File: src/rtl/opr_pkg.sv
package opr_pkg;

    // Where a source operand will come from in the current cycle.
    typedef enum logic [1:0] {
        OPS_NONE = 2'd0,   // source unused
        OPS_FILE = 2'd1,   // read the register file
        OPS_FWD  = 2'd2,   // take the execute-1 output latch
        OPS_WAIT = 2'd3    // not obtainable yet: stall
    } opsrc_e;

endpackage

File: src/rtl/opr_src_resolve.sv
module opr_src_resolve
    import opr_pkg::*;
#(
    parameter int REG_W  = 5,
    parameter bit FWD_OK = 1'b0
) (
    input  logic             use_i,
    input  logic [REG_W-1:0] tag_i,
    input  logic             x1_live_i,
    input  logic [REG_W-1:0] x1_dst_i,
    input  logic             x2_live_i,
    input  logic [REG_W-1:0] x2_dst_i,
    output opsrc_e           kind_o
);

    logic hit_x1;
    logic hit_x2;

    assign hit_x1 = x1_live_i && (x1_dst_i == tag_i);
    assign hit_x2 = x2_live_i && (x2_dst_i == tag_i);

    // The newest producer is checked first.
    generate
        if (FWD_OK) begin : g_fwd
            always_comb begin
                if (!use_i)      kind_o = OPS_NONE;
                else if (hit_x1) kind_o = OPS_WAIT;
                else if (hit_x2) kind_o = OPS_FWD;
                else             kind_o = OPS_FILE;
            end
        end else begin : g_file_only
            always_comb begin
                if (!use_i)                kind_o = OPS_NONE;
                else if (hit_x1 || hit_x2) kind_o = OPS_WAIT;
                else                       kind_o = OPS_FILE;
            end
        end
    endgenerate

endmodule

File: src/rtl/opr_tag_pipe.sv
module opr_tag_pipe #(
    parameter int REG_W = 5
) (
    input  logic             clk,
    input  logic             rst_n,
    input  logic             in_live,
    input  logic [REG_W-1:0] in_dst,
    output logic             x1_live,
    output logic [REG_W-1:0] x1_dst,
    output logic             x2_live,
    output logic [REG_W-1:0] x2_dst,
    output logic             wb_live,
    output logic [REG_W-1:0] wb_dst
);

    typedef struct packed {
        logic             live;
        logic [REG_W-1:0] dst;
    } slot_t;

    typedef struct packed {
        slot_t x1;
        slot_t x2;
        slot_t wb;
    } pipe_t;

    pipe_t st_d, st_q;

    always_comb begin
        st_d         = st_q;
        st_d.x1.live = in_live;
        st_d.x1.dst  = in_dst;
        st_d.x2      = st_q.x1;
        st_d.wb      = st_q.x2;
    end

    always_ff @(posedge clk) begin
        if (!rst_n) st_q <= '0;
        else        st_q <= st_d;
    end

    assign x1_live = st_q.x1.live;
    assign x1_dst  = st_q.x1.dst;
    assign x2_live = st_q.x2.live;
    assign x2_dst  = st_q.x2.dst;
    assign wb_live = st_q.wb.live;
    assign wb_dst  = st_q.wb.dst;

endmodule

File: src/rtl/opr_access_cnt.sv
module opr_access_cnt #(
    parameter int CNT_W = 16
) (
    input  logic             clk,
    input  logic             rst_n,
    input  logic             rd_a,
    input  logic             rd_b,
    input  logic             hit,
    input  logic             wr,
    output logic [CNT_W-1:0] rd_cnt,
    output logic [CNT_W-1:0] wr_cnt,
    output logic [CNT_W-1:0] hit_cnt
);

    typedef struct packed {
        logic [CNT_W-1:0] rd;
        logic [CNT_W-1:0] wr;
        logic [CNT_W-1:0] hit;
    } cnt_t;

    cnt_t c_d, c_q;

    always_comb begin
        c_d     = c_q;
        c_d.rd  = c_q.rd + CNT_W'(rd_a) + CNT_W'(rd_b);
        c_d.wr  = c_q.wr + CNT_W'(wr);
        c_d.hit = c_q.hit + CNT_W'(hit);
    end

    always_ff @(posedge clk) begin
        if (!rst_n) c_q <= '0;
        else        c_q <= c_d;
    end

    assign rd_cnt  = c_q.rd;
    assign wr_cnt  = c_q.wr;
    assign hit_cnt = c_q.hit;

endmodule

File: src/rtl/opr_stage.sv
module opr_stage
    import opr_pkg::*;
#(
    parameter int REG_W = 5,
    parameter int CNT_W = 16
) (
    input  logic             clk,
    input  logic             rst_n,
    input  logic             dec_valid,
    input  logic             dec_use_a,
    input  logic [REG_W-1:0] dec_src_a,
    input  logic             dec_use_b,
    input  logic [REG_W-1:0] dec_src_b,
    input  logic             dec_wr,
    input  logic [REG_W-1:0] dec_dst,
    output logic             stall,
    output logic             iss_valid,
    output logic             rf_re_a,
    output logic [REG_W-1:0] rf_ra_a,
    output logic             rf_re_b,
    output logic [REG_W-1:0] rf_ra_b,
    output logic             byp_sel_b,
    output logic             rf_we,
    output logic [REG_W-1:0] rf_wa,
    output logic [CNT_W-1:0] rd_cnt,
    output logic [CNT_W-1:0] wr_cnt,
    output logic [CNT_W-1:0] hit_cnt
);

    localparam int NPORT = 2;

    typedef struct packed {
        logic             valid;
        logic             use_a;
        logic [REG_W-1:0] src_a;
        logic             use_b;
        logic [REG_W-1:0] src_b;
        logic             wr;
        logic [REG_W-1:0] dst;
    } orslot_t;

    orslot_t or_d, or_q;

    logic             x1_live, x2_live, wb_live;
    logic [REG_W-1:0] x1_dst, x2_dst, wb_dst;

    logic [NPORT-1:0] p_use;
    logic [REG_W-1:0] p_tag  [NPORT];
    opsrc_e           p_kind [NPORT];

    assign p_use    = {or_q.valid & or_q.use_b, or_q.valid & or_q.use_a};
    assign p_tag[0] = or_q.src_a;
    assign p_tag[1] = or_q.src_b;

    // Port 0 has no forwarding path; port 1 taps the execute-1 output latch.
    generate
        for (genvar p = 0; p < NPORT; p++) begin : g_port
            opr_src_resolve #(
                .REG_W (REG_W),
                .FWD_OK(p == 1)
            ) u_res (
                .use_i    (p_use[p]),
                .tag_i    (p_tag[p]),
                .x1_live_i(x1_live),
                .x1_dst_i (x1_dst),
                .x2_live_i(x2_live),
                .x2_dst_i (x2_dst),
                .kind_o   (p_kind[p])
            );
        end
    endgenerate

    always_comb begin
        stall     = (p_kind[0] == OPS_WAIT) || (p_kind[1] == OPS_WAIT);
        iss_valid = or_q.valid && !stall;
        rf_re_a   = iss_valid && (p_kind[0] == OPS_FILE);
        rf_re_b   = iss_valid && (p_kind[1] == OPS_FILE);
        byp_sel_b = iss_valid && (p_kind[1] == OPS_FWD);
        rf_ra_a   = or_q.src_a;
        rf_ra_b   = or_q.src_b;

        if (stall) begin
            or_d = or_q;
        end else begin
            or_d.valid = dec_valid;
            or_d.use_a = dec_use_a;
            or_d.src_a = dec_src_a;
            or_d.use_b = dec_use_b;
            or_d.src_b = dec_src_b;
            or_d.wr    = dec_wr;
            or_d.dst   = dec_dst;
        end
    end

    always_ff @(posedge clk) begin
        if (!rst_n) or_q <= '0;
        else        or_q <= or_d;
    end

    // A stall sends a cleared slot into execute 1.
    opr_tag_pipe #(
        .REG_W(REG_W)
    ) u_pipe (
        .clk    (clk),
        .rst_n  (rst_n),
        .in_live(iss_valid && or_q.wr),
        .in_dst (or_q.dst),
        .x1_live(x1_live),
        .x1_dst (x1_dst),
        .x2_live(x2_live),
        .x2_dst (x2_dst),
        .wb_live(wb_live),
        .wb_dst (wb_dst)
    );

    assign rf_we = wb_live;
    assign rf_wa = wb_dst;

    opr_access_cnt #(
        .CNT_W(CNT_W)
    ) u_cnt (
        .clk    (clk),
        .rst_n  (rst_n),
        .rd_a   (rf_re_a),
        .rd_b   (rf_re_b),
        .hit    (byp_sel_b),
        .wr     (rf_we),
        .rd_cnt (rd_cnt),
        .wr_cnt (wr_cnt),
        .hit_cnt(hit_cnt)
    );

endmodule

File: config.mk
export PLATFORM = sky130hd
export DESIGN_NAME = opr_stage
export DESIGN_NICKNAME = d
export VERILOG_FILES = /design/src/rtl/opr_pkg.sv /design/src/rtl/opr_src_resolve.sv /design/src/rtl/opr_tag_pipe.sv /design/src/rtl/opr_access_cnt.sv /design/src/rtl/opr_stage.sv
export SDC_FILE = /design/constraint.sdc
export NUM_CORES = 1
export LEC_CHECK = 0
export BUFFER_PORTS_ARGS = -buffer_cell sky130_fd_sc_hd__buf_2
export CAP_MARGIN = 20
export CORE_MARGIN = 2
export CORE_UTILIZATION = 36
export CTS_CLUSTER_DIAMETER = 120
export CTS_CLUSTER_SIZE = 24
export DETAILED_ROUTE_END_ITERATION = 10
export GPL_ROUTABILITY_DRIVEN = 0
export GPL_TIMING_DRIVEN = 0
export SYNTH_ARGS = -nofsm -noshare
export SYNTH_HDL_FRONTEND = slang
export SYNTH_HIERARCHICAL = 1
export SYNTH_SLANG_ARGS = --single-unit
File: constraint.sdc
create_clock -name clk -period 5.9 [get_ports clk]
set_clock_uncertainty 0.15 [all_clocks]
set_input_delay 0.885 -clock clk [delete_from_list [all_inputs] [get_ports clk]]
set_output_delay 0.885 -clock clk [all_outputs]
set_load 0.01 [all_outputs]
Yosys cells after proc, flatten, opt, wreduce, memory -nomap -nowiden
Index checks and enable logic that the tools add are counted.
Widths: inputs -> output; s select.
{ "totals": {"ff_bits": 85, "out_inout_bits": 69, "in_bits": 21, "elab_cells": 48} }
{ "op_classes": {"mux": 5, "n_reduce_logical": 12, "n_bitwise": 2, "n_eq_ne": 9, "n_addsub": 4} }
{ "op_table": {"columns": ["op", "n"], "rows": [
  ["$add 16x1->16", 4],
  ["$eq 5x5->1", 4],
  ["$mux 2", 5],
  ["$logic_and 1x1->1", 9],
  ["$eq 2x2->1 const B", 3],
  ["$eq 2x1->1 const B", 2],
  ["$and 1x1->1", 2],
  ["$logic_or 1x1->1", 2],
  ["$logic_not 1->1", 1]
]} }

Depth between registers and ports, before layout
Gate-level depths: netlist (run 1).
{ "logic_depth": {"ltp_word": 12, "depth_mapped": 14, "ltp_nobuf": 14} }

Cells and area by module
Netlist (run 1), hierarchy kept.
{ "by_module_without_submodules": {"columns": ["module", "area_each_um2", "instances", "seq_area_each_um2", "cells_per_inst"], "rows": [
  ["opr_access_cnt", 2269.7, 1, 960.9, 234],
  ["opr_stage", 920.9, 1, 380.4, 101],
  ["opr_tag_pipe", 501.7, 1, 360.3, 37],
  ["opr_src_resolve at g_port[1].u_res", 138.9, 1, 0.0, 17],
  ["opr_src_resolve at g_port[0].u_res", 123.9, 1, 0.0, 16]
]} }

Least setup slack after synthesis (run 1)
No wires, ideal clock.
{ "synth_timing": {"kind": "register -> register", "from": "register or_q (netlist bit rf_ra_b[2])", "to": "register u_cnt.c_q (netlist bit u_cnt/rd_cnt[14])", "synth_period_minus_slack_ns": 3.150, "path_stages_with_launch": 15, "arrival_ns": 2.885, "n_path_buf": 0, "setup_time_ns": 0.115, "path_slack_ns": 2.750, "required_ns": 5.635, "cell_sequence": "dfxtp_1 xor2_1 nor4_1 and3_1 a21boi_1 a22oi_4 and4b_2 inv_1 fa_1 inv_1 ha_1 nand4_2 nor4_2 xor2_1 and2_1"} }
{ "synth_lines": {"columns": ["element", "line_no", "text"], "rows": [
  ["start, declared", "opr_stage.sv:42", "orslot_t or_d, or_q;"],
  ["start signal, assigned", "opr_stage.sv:97", "else or_q <= or_d;"],
  ["end signal, assigned", "opr_access_cnt.sv:31", "if (!rst_n) c_q <= '0;"],
  ["end signal, assigned", "opr_access_cnt.sv:32", "else c_q <= c_d;"],
  ["end, declared", "opr_access_cnt.sv:21", "cnt_t c_d, c_q;"]
]} }

==> results of run 1 <==
metal layers:
layer | GRT usage, % | vias to the layer above
met4 | 7.14 | 0
li1 | - | 1532
met1 | 18.6 | 1350
met5 | 0 | -
met3 | 3.71 | 10
met2 | 22.5 | 67
worst register-to-register path, stage by stage, from the launching register on:
cell	delay (ps)
dfxtp_1	370
xor2_1	180
nor4_1	280
and3_1	240
a21boi_1	130
a22oi_4	270
and4b_2	310
inv_1	60
fa_1	410
inv_1	80
ha_1	210
nand4_2	200
nor4_2	280
xor2_1	90
and2_1	160
path summary, 6_finish.rpt:
path | from | end | slack [ps]
min reg2reg | or_q[17] | or_q[17] | 310
max reg2reg | rf_ra_b[2] | u_cnt/rd_cnt[14] | 2370
max | rf_ra_b[2] | u_cnt/rd_cnt[14] | 2370
min | or_q[17] | or_q[17] | 310
synthesized netlist by cell type (all sizes together), types with 5 or more instances:
library cell,n
clkbuf,6
nor4,12
nand4,10
dfxtp,85
inv,13
mux2i,23
nand3,20
a21boi,5
nand2,52
xor2,33
ha,5
buf,17
and3,5
nor3,10
xnor2,21
nor2,7
and2,60
kinds of logic after synthesis:
logic type | Yosys count | synth area share (%)
and+or+nand+nor | 189 | 29.5
muxes | 23 | 5.82
AOI/OAI and AO/OA | 12 | 2.34
DFF | 85 | 43.0
xor gates and xnor gates | 54 | 12.0
buffers and inverters | 36 | 5.31
adders and majority gates | 6 | 2.09
sequential cells by signal (all words and copies together), names as in the netlist:
register,flops
u_pipe/x2_dst,5
u_pipe/x1_live,1
u_pipe/x1_dst,5
u_pipe/x2_live,1
u_cnt/wr_cnt,16
or_q,9
u_cnt/rd_cnt,16
rf_ra_b,5
u_pipe/wb_live,1
u_pipe/wb_dst,5
rf_ra_a,5
u_cnt/hit_cnt,16
stage by stage:
stage               area, um^2  utilization, %  worst slack [ps]
floorplan                 3960               -              2750
global route              4780            44.3              2170
finish                    4780            44.3              2370
detailed placement        4580            42.4              2360
CTS                       4780            44.3              2330
global placement          4580            42.4              2450
report_power, final:
part           total, mW  switching, mW  internal, mW
registers          0.594         0.0109         0.583
logic             0.0592         0.0289        0.0303
clock network      0.427          0.226         0.201
total               1.08          0.265         0.815
final cells by class:
| cell class | count | area, um^2 |
|---|---|---|
| clock inverter | 7 | 81.3 |
| sequential | 85 | 1700 |
| buffer | 23 | 161 |
| timing repair buffer | 89 | 445 |
| inverter | 13 | 48.8 |
| multi-input combinational | 284 | 2040 |
| clock buffer | 9 | 124 |
| fill | 1059 | 6010 |
| tap | 140 | 175 |
==> summary.txt, run 1 <==
Outcome
  – Status: finished, final reports clean

Logic synthesis
  – Cell count after synthesis: about 400
  – #FFs+latches synth: 85
  – Top_reg_cell synth: dfxtp_1
  – Count of flip-flops with a built-in enable after synthesis: 0
  – Syn avg cell area: approximately 9.8 um^2
  – Sequential share of the synthesized area: 43.0%
  – Area leader, netlist: dfxtp_1
  – Most area-consuming cells after synthesis: dfxtp_1 43%, xor2_1 7.3%, and2_1 7.3%
  – Netlist cell types: 39
  – Mapped Area: 3960 um^2
  – Synthesis Warnings: 6
  – Mapped Nets: 432
  – FFs w/ async S/R, synth: 0%
  – Synth top area share: 43.0%

STA
  – Period minus WS final: 3530 ps
  – TNS Setup: 0 ps
  – # setup viols final: 0
  – Final Slew Violations: 0
  – Final hold vios: 0
  – Hold slack final: between 300 and 400 ps
  – Rel. slew slack: about 70%
  – Final period util: 59.9%
  – Fmax: ~280 MHz
  – Worst Tran Pin Value: 467 ps
  – RSZ-0062 raised after global routing: false

Drt
  – Remaining DRCs: 0
  – DRT iter0 DRCs: 123
  – Max Used Layer: met4
  – Vias: 2959
  – Pre-Repair DR Iteration Count: 4
  – WL met1: 3900 um
  – Wire per inst: 12.5 um
  – Routed vias/inst: about 4.6
  – ANT nets after route: 0
  – Met2 Wirelength: between 3000 and 4000 um
  – Met3 wire len: just over 400 um
  – Final WL: slightly above 8000 um

Worst setup path
  – Max stage delay cell, worst path: fa_1
  – CP Launch Type: flip-flop
  – CP delay by family, top: simple AND/OR/NAND/NOR gates
  – Setup crit end kind: flip-flop
  – Worst Path Max Fanout: 7
  – Worst Path Class, Setup: flip-flop to flip-flop
  – Slowest stage delay, CP: 410 ps
  – Cell Chain, Critical Path: xor2_1 > nor4_1 > and3_1 > a21boi_1 > a22oi_4 > and4b_2 > inv_1 > fa_1 > inv_1 > ha_1 > nand4_2 > nor4_2 > xor2_1 > and2_1
  – Stages on worst setup path: 14
  – WP buf/inv: 2
  – Worst EP required: 6020 ps
  – Worst reg2reg path depth: 14
  – Critical Path AT: 3650 ps

Clock network
  – Post-CTS sizing: 0
  – Post CTS Setup Buffer Count: 0
  – CTS H-tree lvls: 3
  – TritonCTS Sinks: 85
  – Hold buffers post-CTS: 0
  – CTS tree: built
  – Reg clk slew, reported paths: 90 ps
  – Clk buf depth: 2
  – CTS Buf Count: 9
  – Root buffer cell: clkbuf_8
  – Clock latency on the worst-skew pair: 360 ps

Power
  – LEAKAGE: 2.47 nW
  – PD cells: 226 nW/um^2
  – Total Power: around 1.1 mW
  – Worst VDD drop: 0.125 mV

Floorplan
  – Die area: roughly 12000 um^2
  – Die X-Extent: approximately 110 um
  – Core Region: 10800 um^2
  – # IOs: 90
  – Chip height: 109 um
  – Initial Util: between 30% and 40%
  – FP Rows: 38

Global routing
  – Total congestion overflow: 0
  – Global-route wire length before repair: 13200 um
  – Largest net degree at the start of global routing: 19
  – Vias in the first global route: 2816
  – GRT Overall Usage: 14.5%
  – Initial antenna violation count: 0

Final layout
  – Area Growth Syn to Fin: 20.9%
  – Diodes inserted: 0
  – Commonest non-fill, non-tap cell in the layout: buf_2
  – Fin nets: 532
  – Finished Layout Cells: between 600 and 700
  – Most frequent cells in the layout: 92 x buf_2, 85 x dfxtp_1, 52 x nand2_1, 46 x and2_1, 33 x xor2_1
  – Share of cells above drive strength 1: 31.2%

Hold path
  – Hold Path Depth: 2
  – Path category of the worst min-delay check: flip-flop to flip-flop

Placed design
  – Hpwl dp: slightly above 6000 um
  – Number of port buffers: just under 90
  – DP Cell Count: 634

Flow run
  – Max Cap Viol: 0
No activity file was read; power rests on OpenSTA's default activity.
==> inputs of run 2 (changes only) <==
Settings changed: ABC_AREA from default to 1.
Clock period 5.9 ns to 3 ns, I/O delays scaled along.
==> run 2 against run 1 <==
Wire length up 24%; combinational power rose to 2.5 times the previous value; first-iteration DRC count up 40%; via count up 41%; critical endpoint unchanged.
==> summary.txt, run 2 <==
Outcome
  – Status: finished, final reports clean

Global routing
  – Initial antenna violation count: 0 (unchanged)
  – Global-route wire length before repair: 16300 um (+24%)
  – Vias in the first global route: 3587 (+27%)
  – Largest net degree at the start of global routing: 16 (-3)
  – GRT Overall Usage: 16.0% (+1.5 points)
  – Total congestion overflow: 0 (unchanged)

Drt
  – Final WL: 10100 um (+24%)
  – ANT nets after route: 0 (unchanged)
  – Pre-Repair DR Iteration Count: 4 (unchanged)
  – DRT iter0 DRCs: 172 (+40%)
  – Vias: 4166 (+41%)
  – Routed vias/inst: 4.43 (-2.6%)
  – Wire per inst: 10.8 um (-14%)
  – Remaining DRCs: 0 (unchanged)

Logic synthesis
  – Sequential share of the synthesized area: 39.2% (-3.8 points)
  – Synthesis Warnings: 6 (unchanged)
  – Count of flip-flops with a built-in enable after synthesis: 0 (unchanged)
  – Most frequent cell after synthesis: nand2_1
  – Area leader, netlist: dfxtp_1
  – Cell count after synthesis: 674 (+66%)
  – Synth top area share: 39.2% (-3.8 points)
  – Top cells by count, synth: 192 x nand2_1, 126 x inv_1, 106 x nor2_1
  – Mapped Nets: 701 (+62%)
  – #FFs+latches synth: 85 (unchanged)
  – Most area-consuming cells after synthesis: dfxtp_1 39%, nand2_1 17%, inv_1 11%
  – Syn avg cell area: 6.43 um^2 (-34%)
  – Netlist cell types: 29 (-26%)
  – Top_reg_cell synth: dfxtp_1
  – FFs w/ async S/R, synth: 0% (unchanged)
  – Mapped Area: 4340 um^2 (+9.6%)

Worst setup path
  – Setup crit end kind: flip-flop
  – Critical Path AT: 2960 ps (-690 ps)
  – Worst EP required: 3100 ps (-2920 ps)
  – Worst Path Max Fanout: 4 (-3)
  – CP Launch Type: flip-flop
  – Worst Path Class, Setup: flip-flop to flip-flop
  – R2R Setup Slk: 140 ps (-2230 ps)

Floorplan
  – Chip height: 114 um (+4.5%)
  – Die area: 12900 um^2 (+9.3%)
  – # IOs: 90 (unchanged)
  – Die X-Extent: 114 um (+4.5%)
  – FP Rows: 40 (+5.3%)
  – Initial Util: 36.6% (-0.084 points)
  – Core Region: 11900 um^2 (+9.9%)

Clock network
  – Clk buf depth: 2 (unchanged)
  – TritonCTS Sinks: 85 (unchanged)
  – CTS Buf Count: 9 (unchanged)
  – CTS tree: built
  – Clock latency on the worst-skew pair: 350 ps (about the same)
  – Root buffer cell: clkbuf_16
  – Reg clk slew, reported paths: 60 ps (-30 ps)
  – CTS H-tree lvls: 3 (unchanged)

STA
  – Period minus WS final: 2860 ps (-671 ps)
  – Final Slew Violations: 0 (unchanged)
  – Fmax: 350 MHz (+23%)
  – Final period util: 95.3% (+35 points)
  – Final hold vios: 0 (unchanged)
  – Hold slack final: 260 ps (-47.4 ps)
  – Rel. slew slack: 67.6% (-1.3 points)
  – TNS Setup: 0 ps (unchanged)
  – # setup viols final: 0 (unchanged)
  – Worst Tran Pin Value: 486 ps (+19.1 ps)

Final layout
  – Commonest non-fill, non-tap cell in the layout: nand2_1
  – Fin nets: 815 (+53%)
  – Diodes inserted: 0 (unchanged)
  – Most frequent cells in the layout: 189 x nand2_1, 121 x inv_1, 103 x nor2_1, 96 x buf_2, 76 x dfxtp_1
  – Area Growth Syn to Fin: 25.3%
  – Share of cells above drive strength 1: 24.0% (-7.2 points)

Power
  – LEAKAGE: 2.92 nW (+18%)
  – PD cells: 438 nW/um^2 (+94%)
  – Worst VDD drop: 0.258 mV (+110%)

Hold path
  – Path category of the worst min-delay check: input port to flip-flop

Placed design
  – Hpwl dp: 7610 um (+25%)
  – Number of port buffers: 89 (unchanged)

Flow run
  – Max Cap Viol: 0 (unchanged)
[run 2: final cells by class]
class                           instances  area [um^2]
Inverter                              127          477
Clock buffer                           10          239
Sequential cell                        85         1720
Fill cell                            1241         6430
Clock inverter                          6         45.0
Timing Repair Buffer                  103          551
Tap cell                              147          184
Buffer                                 27          210
Multi-Input combinational cell        435         2010
[run 2: timing repair]
action | CTS | global route
hold buffers | 0 | 0
endpoints found under the setup margin | 8 | 10
resized for setup | 17 | 17
pin swaps | 3 | 14
setup buffers | 3 | 11
[run 2: metal layers]
| metal | track usage [%] | vias to the layer above | wire length [um] |
|---|---|---|---|
| met5 | 0 | - | 0 |
| met1 | 19.5 | 1824 | 4670 |
| li1 | - | 2241 | - |
| met2 | 27.1 | 94 | 4810 |
| met4 | 4.88 | 0 | 114 |
| met3 | 5.15 | 7 | 504 |
[run 2: critical path, stage by stage, from the launching register on]
cell and delay [ps]:
dfxtp_4 360, inv_1 50, nand2_1 60, nand2_2 70, nor2_4 110, nand2_1 60, nor2_1 140, a21oi_2 90
nand2_2 110, nand2_4 70, nor2_4 150, nand2_2 70, inv_2 60, inv_2 40, fa_2 370, inv_2 90
ha_4 130, nand2_2 60, nor2_4 180, nand2_2 100, nor2_2 100, nand2_1 60, nand2_1 60, nor2_1 40
[run 2: worst paths after layout]
path / cells after the start / end / from
worst min register to register: 2 / u_pipe/x1_dst[4] / or_q[4]
worst min-delay path: 5 / or_q[5] / dec_wr
worst max-delay path: 23 / u_cnt/rd_cnt[14] / rf_ra_b[1]
worst max register to register: 23 / u_cnt/rd_cnt[14] / rf_ra_b[1]
[run 2: cells by family (layout without fill, tap and decap cells)]
| group | count (synthesis) | in the layout | synth area share, % |
|---|---|---|---|
| AO/OA/AOI/OAI | 63 | 63 | 7.99 |
| XOR/XNOR | 5 | 5 | 1.01 |
| AND/OR/NAND/NOR | 361 | 361 | 34.1 |
| adder cells (fa/ha/maj) | 6 | 6 | 1.90 |
| buffers and inverters | 154 | 273 | 15.8 |
| flip-flops | 85 | 85 | 39.2 |
[run 2: per-stage QoR]
stage / instance area (um^2) / util (%) / total power [mW] / worst slack, ps / cells
2_1_floorplan: 4340 / - / 1.29 / 133 / 674
3_3_place_gp: 4970 / 41.9 / 1.33 / -161 / 910
3_5_place_dp: 4970 / 41.9 / 1.34 / -228 / 910
4_1_cts: 5300 / 44.7 / 2.42 / 20.1 / 929
5_1_grt: 5430 / 45.8 / 2.50 / -31.3 / 940
6_report: 5430 / 45.8 / 2.38 / 140 / 940
[run 2: report_power, final]
| part | switching [mW] | total (mW) | internal [mW] | leakage, nW |
|---|---|---|---|---|
| logic | 0.0820 | 0.149 | 0.0672 | 2.08 |
| clock network | 0.472 | 1.06 | 0.590 | 0.144 |
| registers | 0.0201 | 1.17 | 1.15 | 0.695 |
| total | 0.574 | 2.38 | 1.81 | 2.92 |
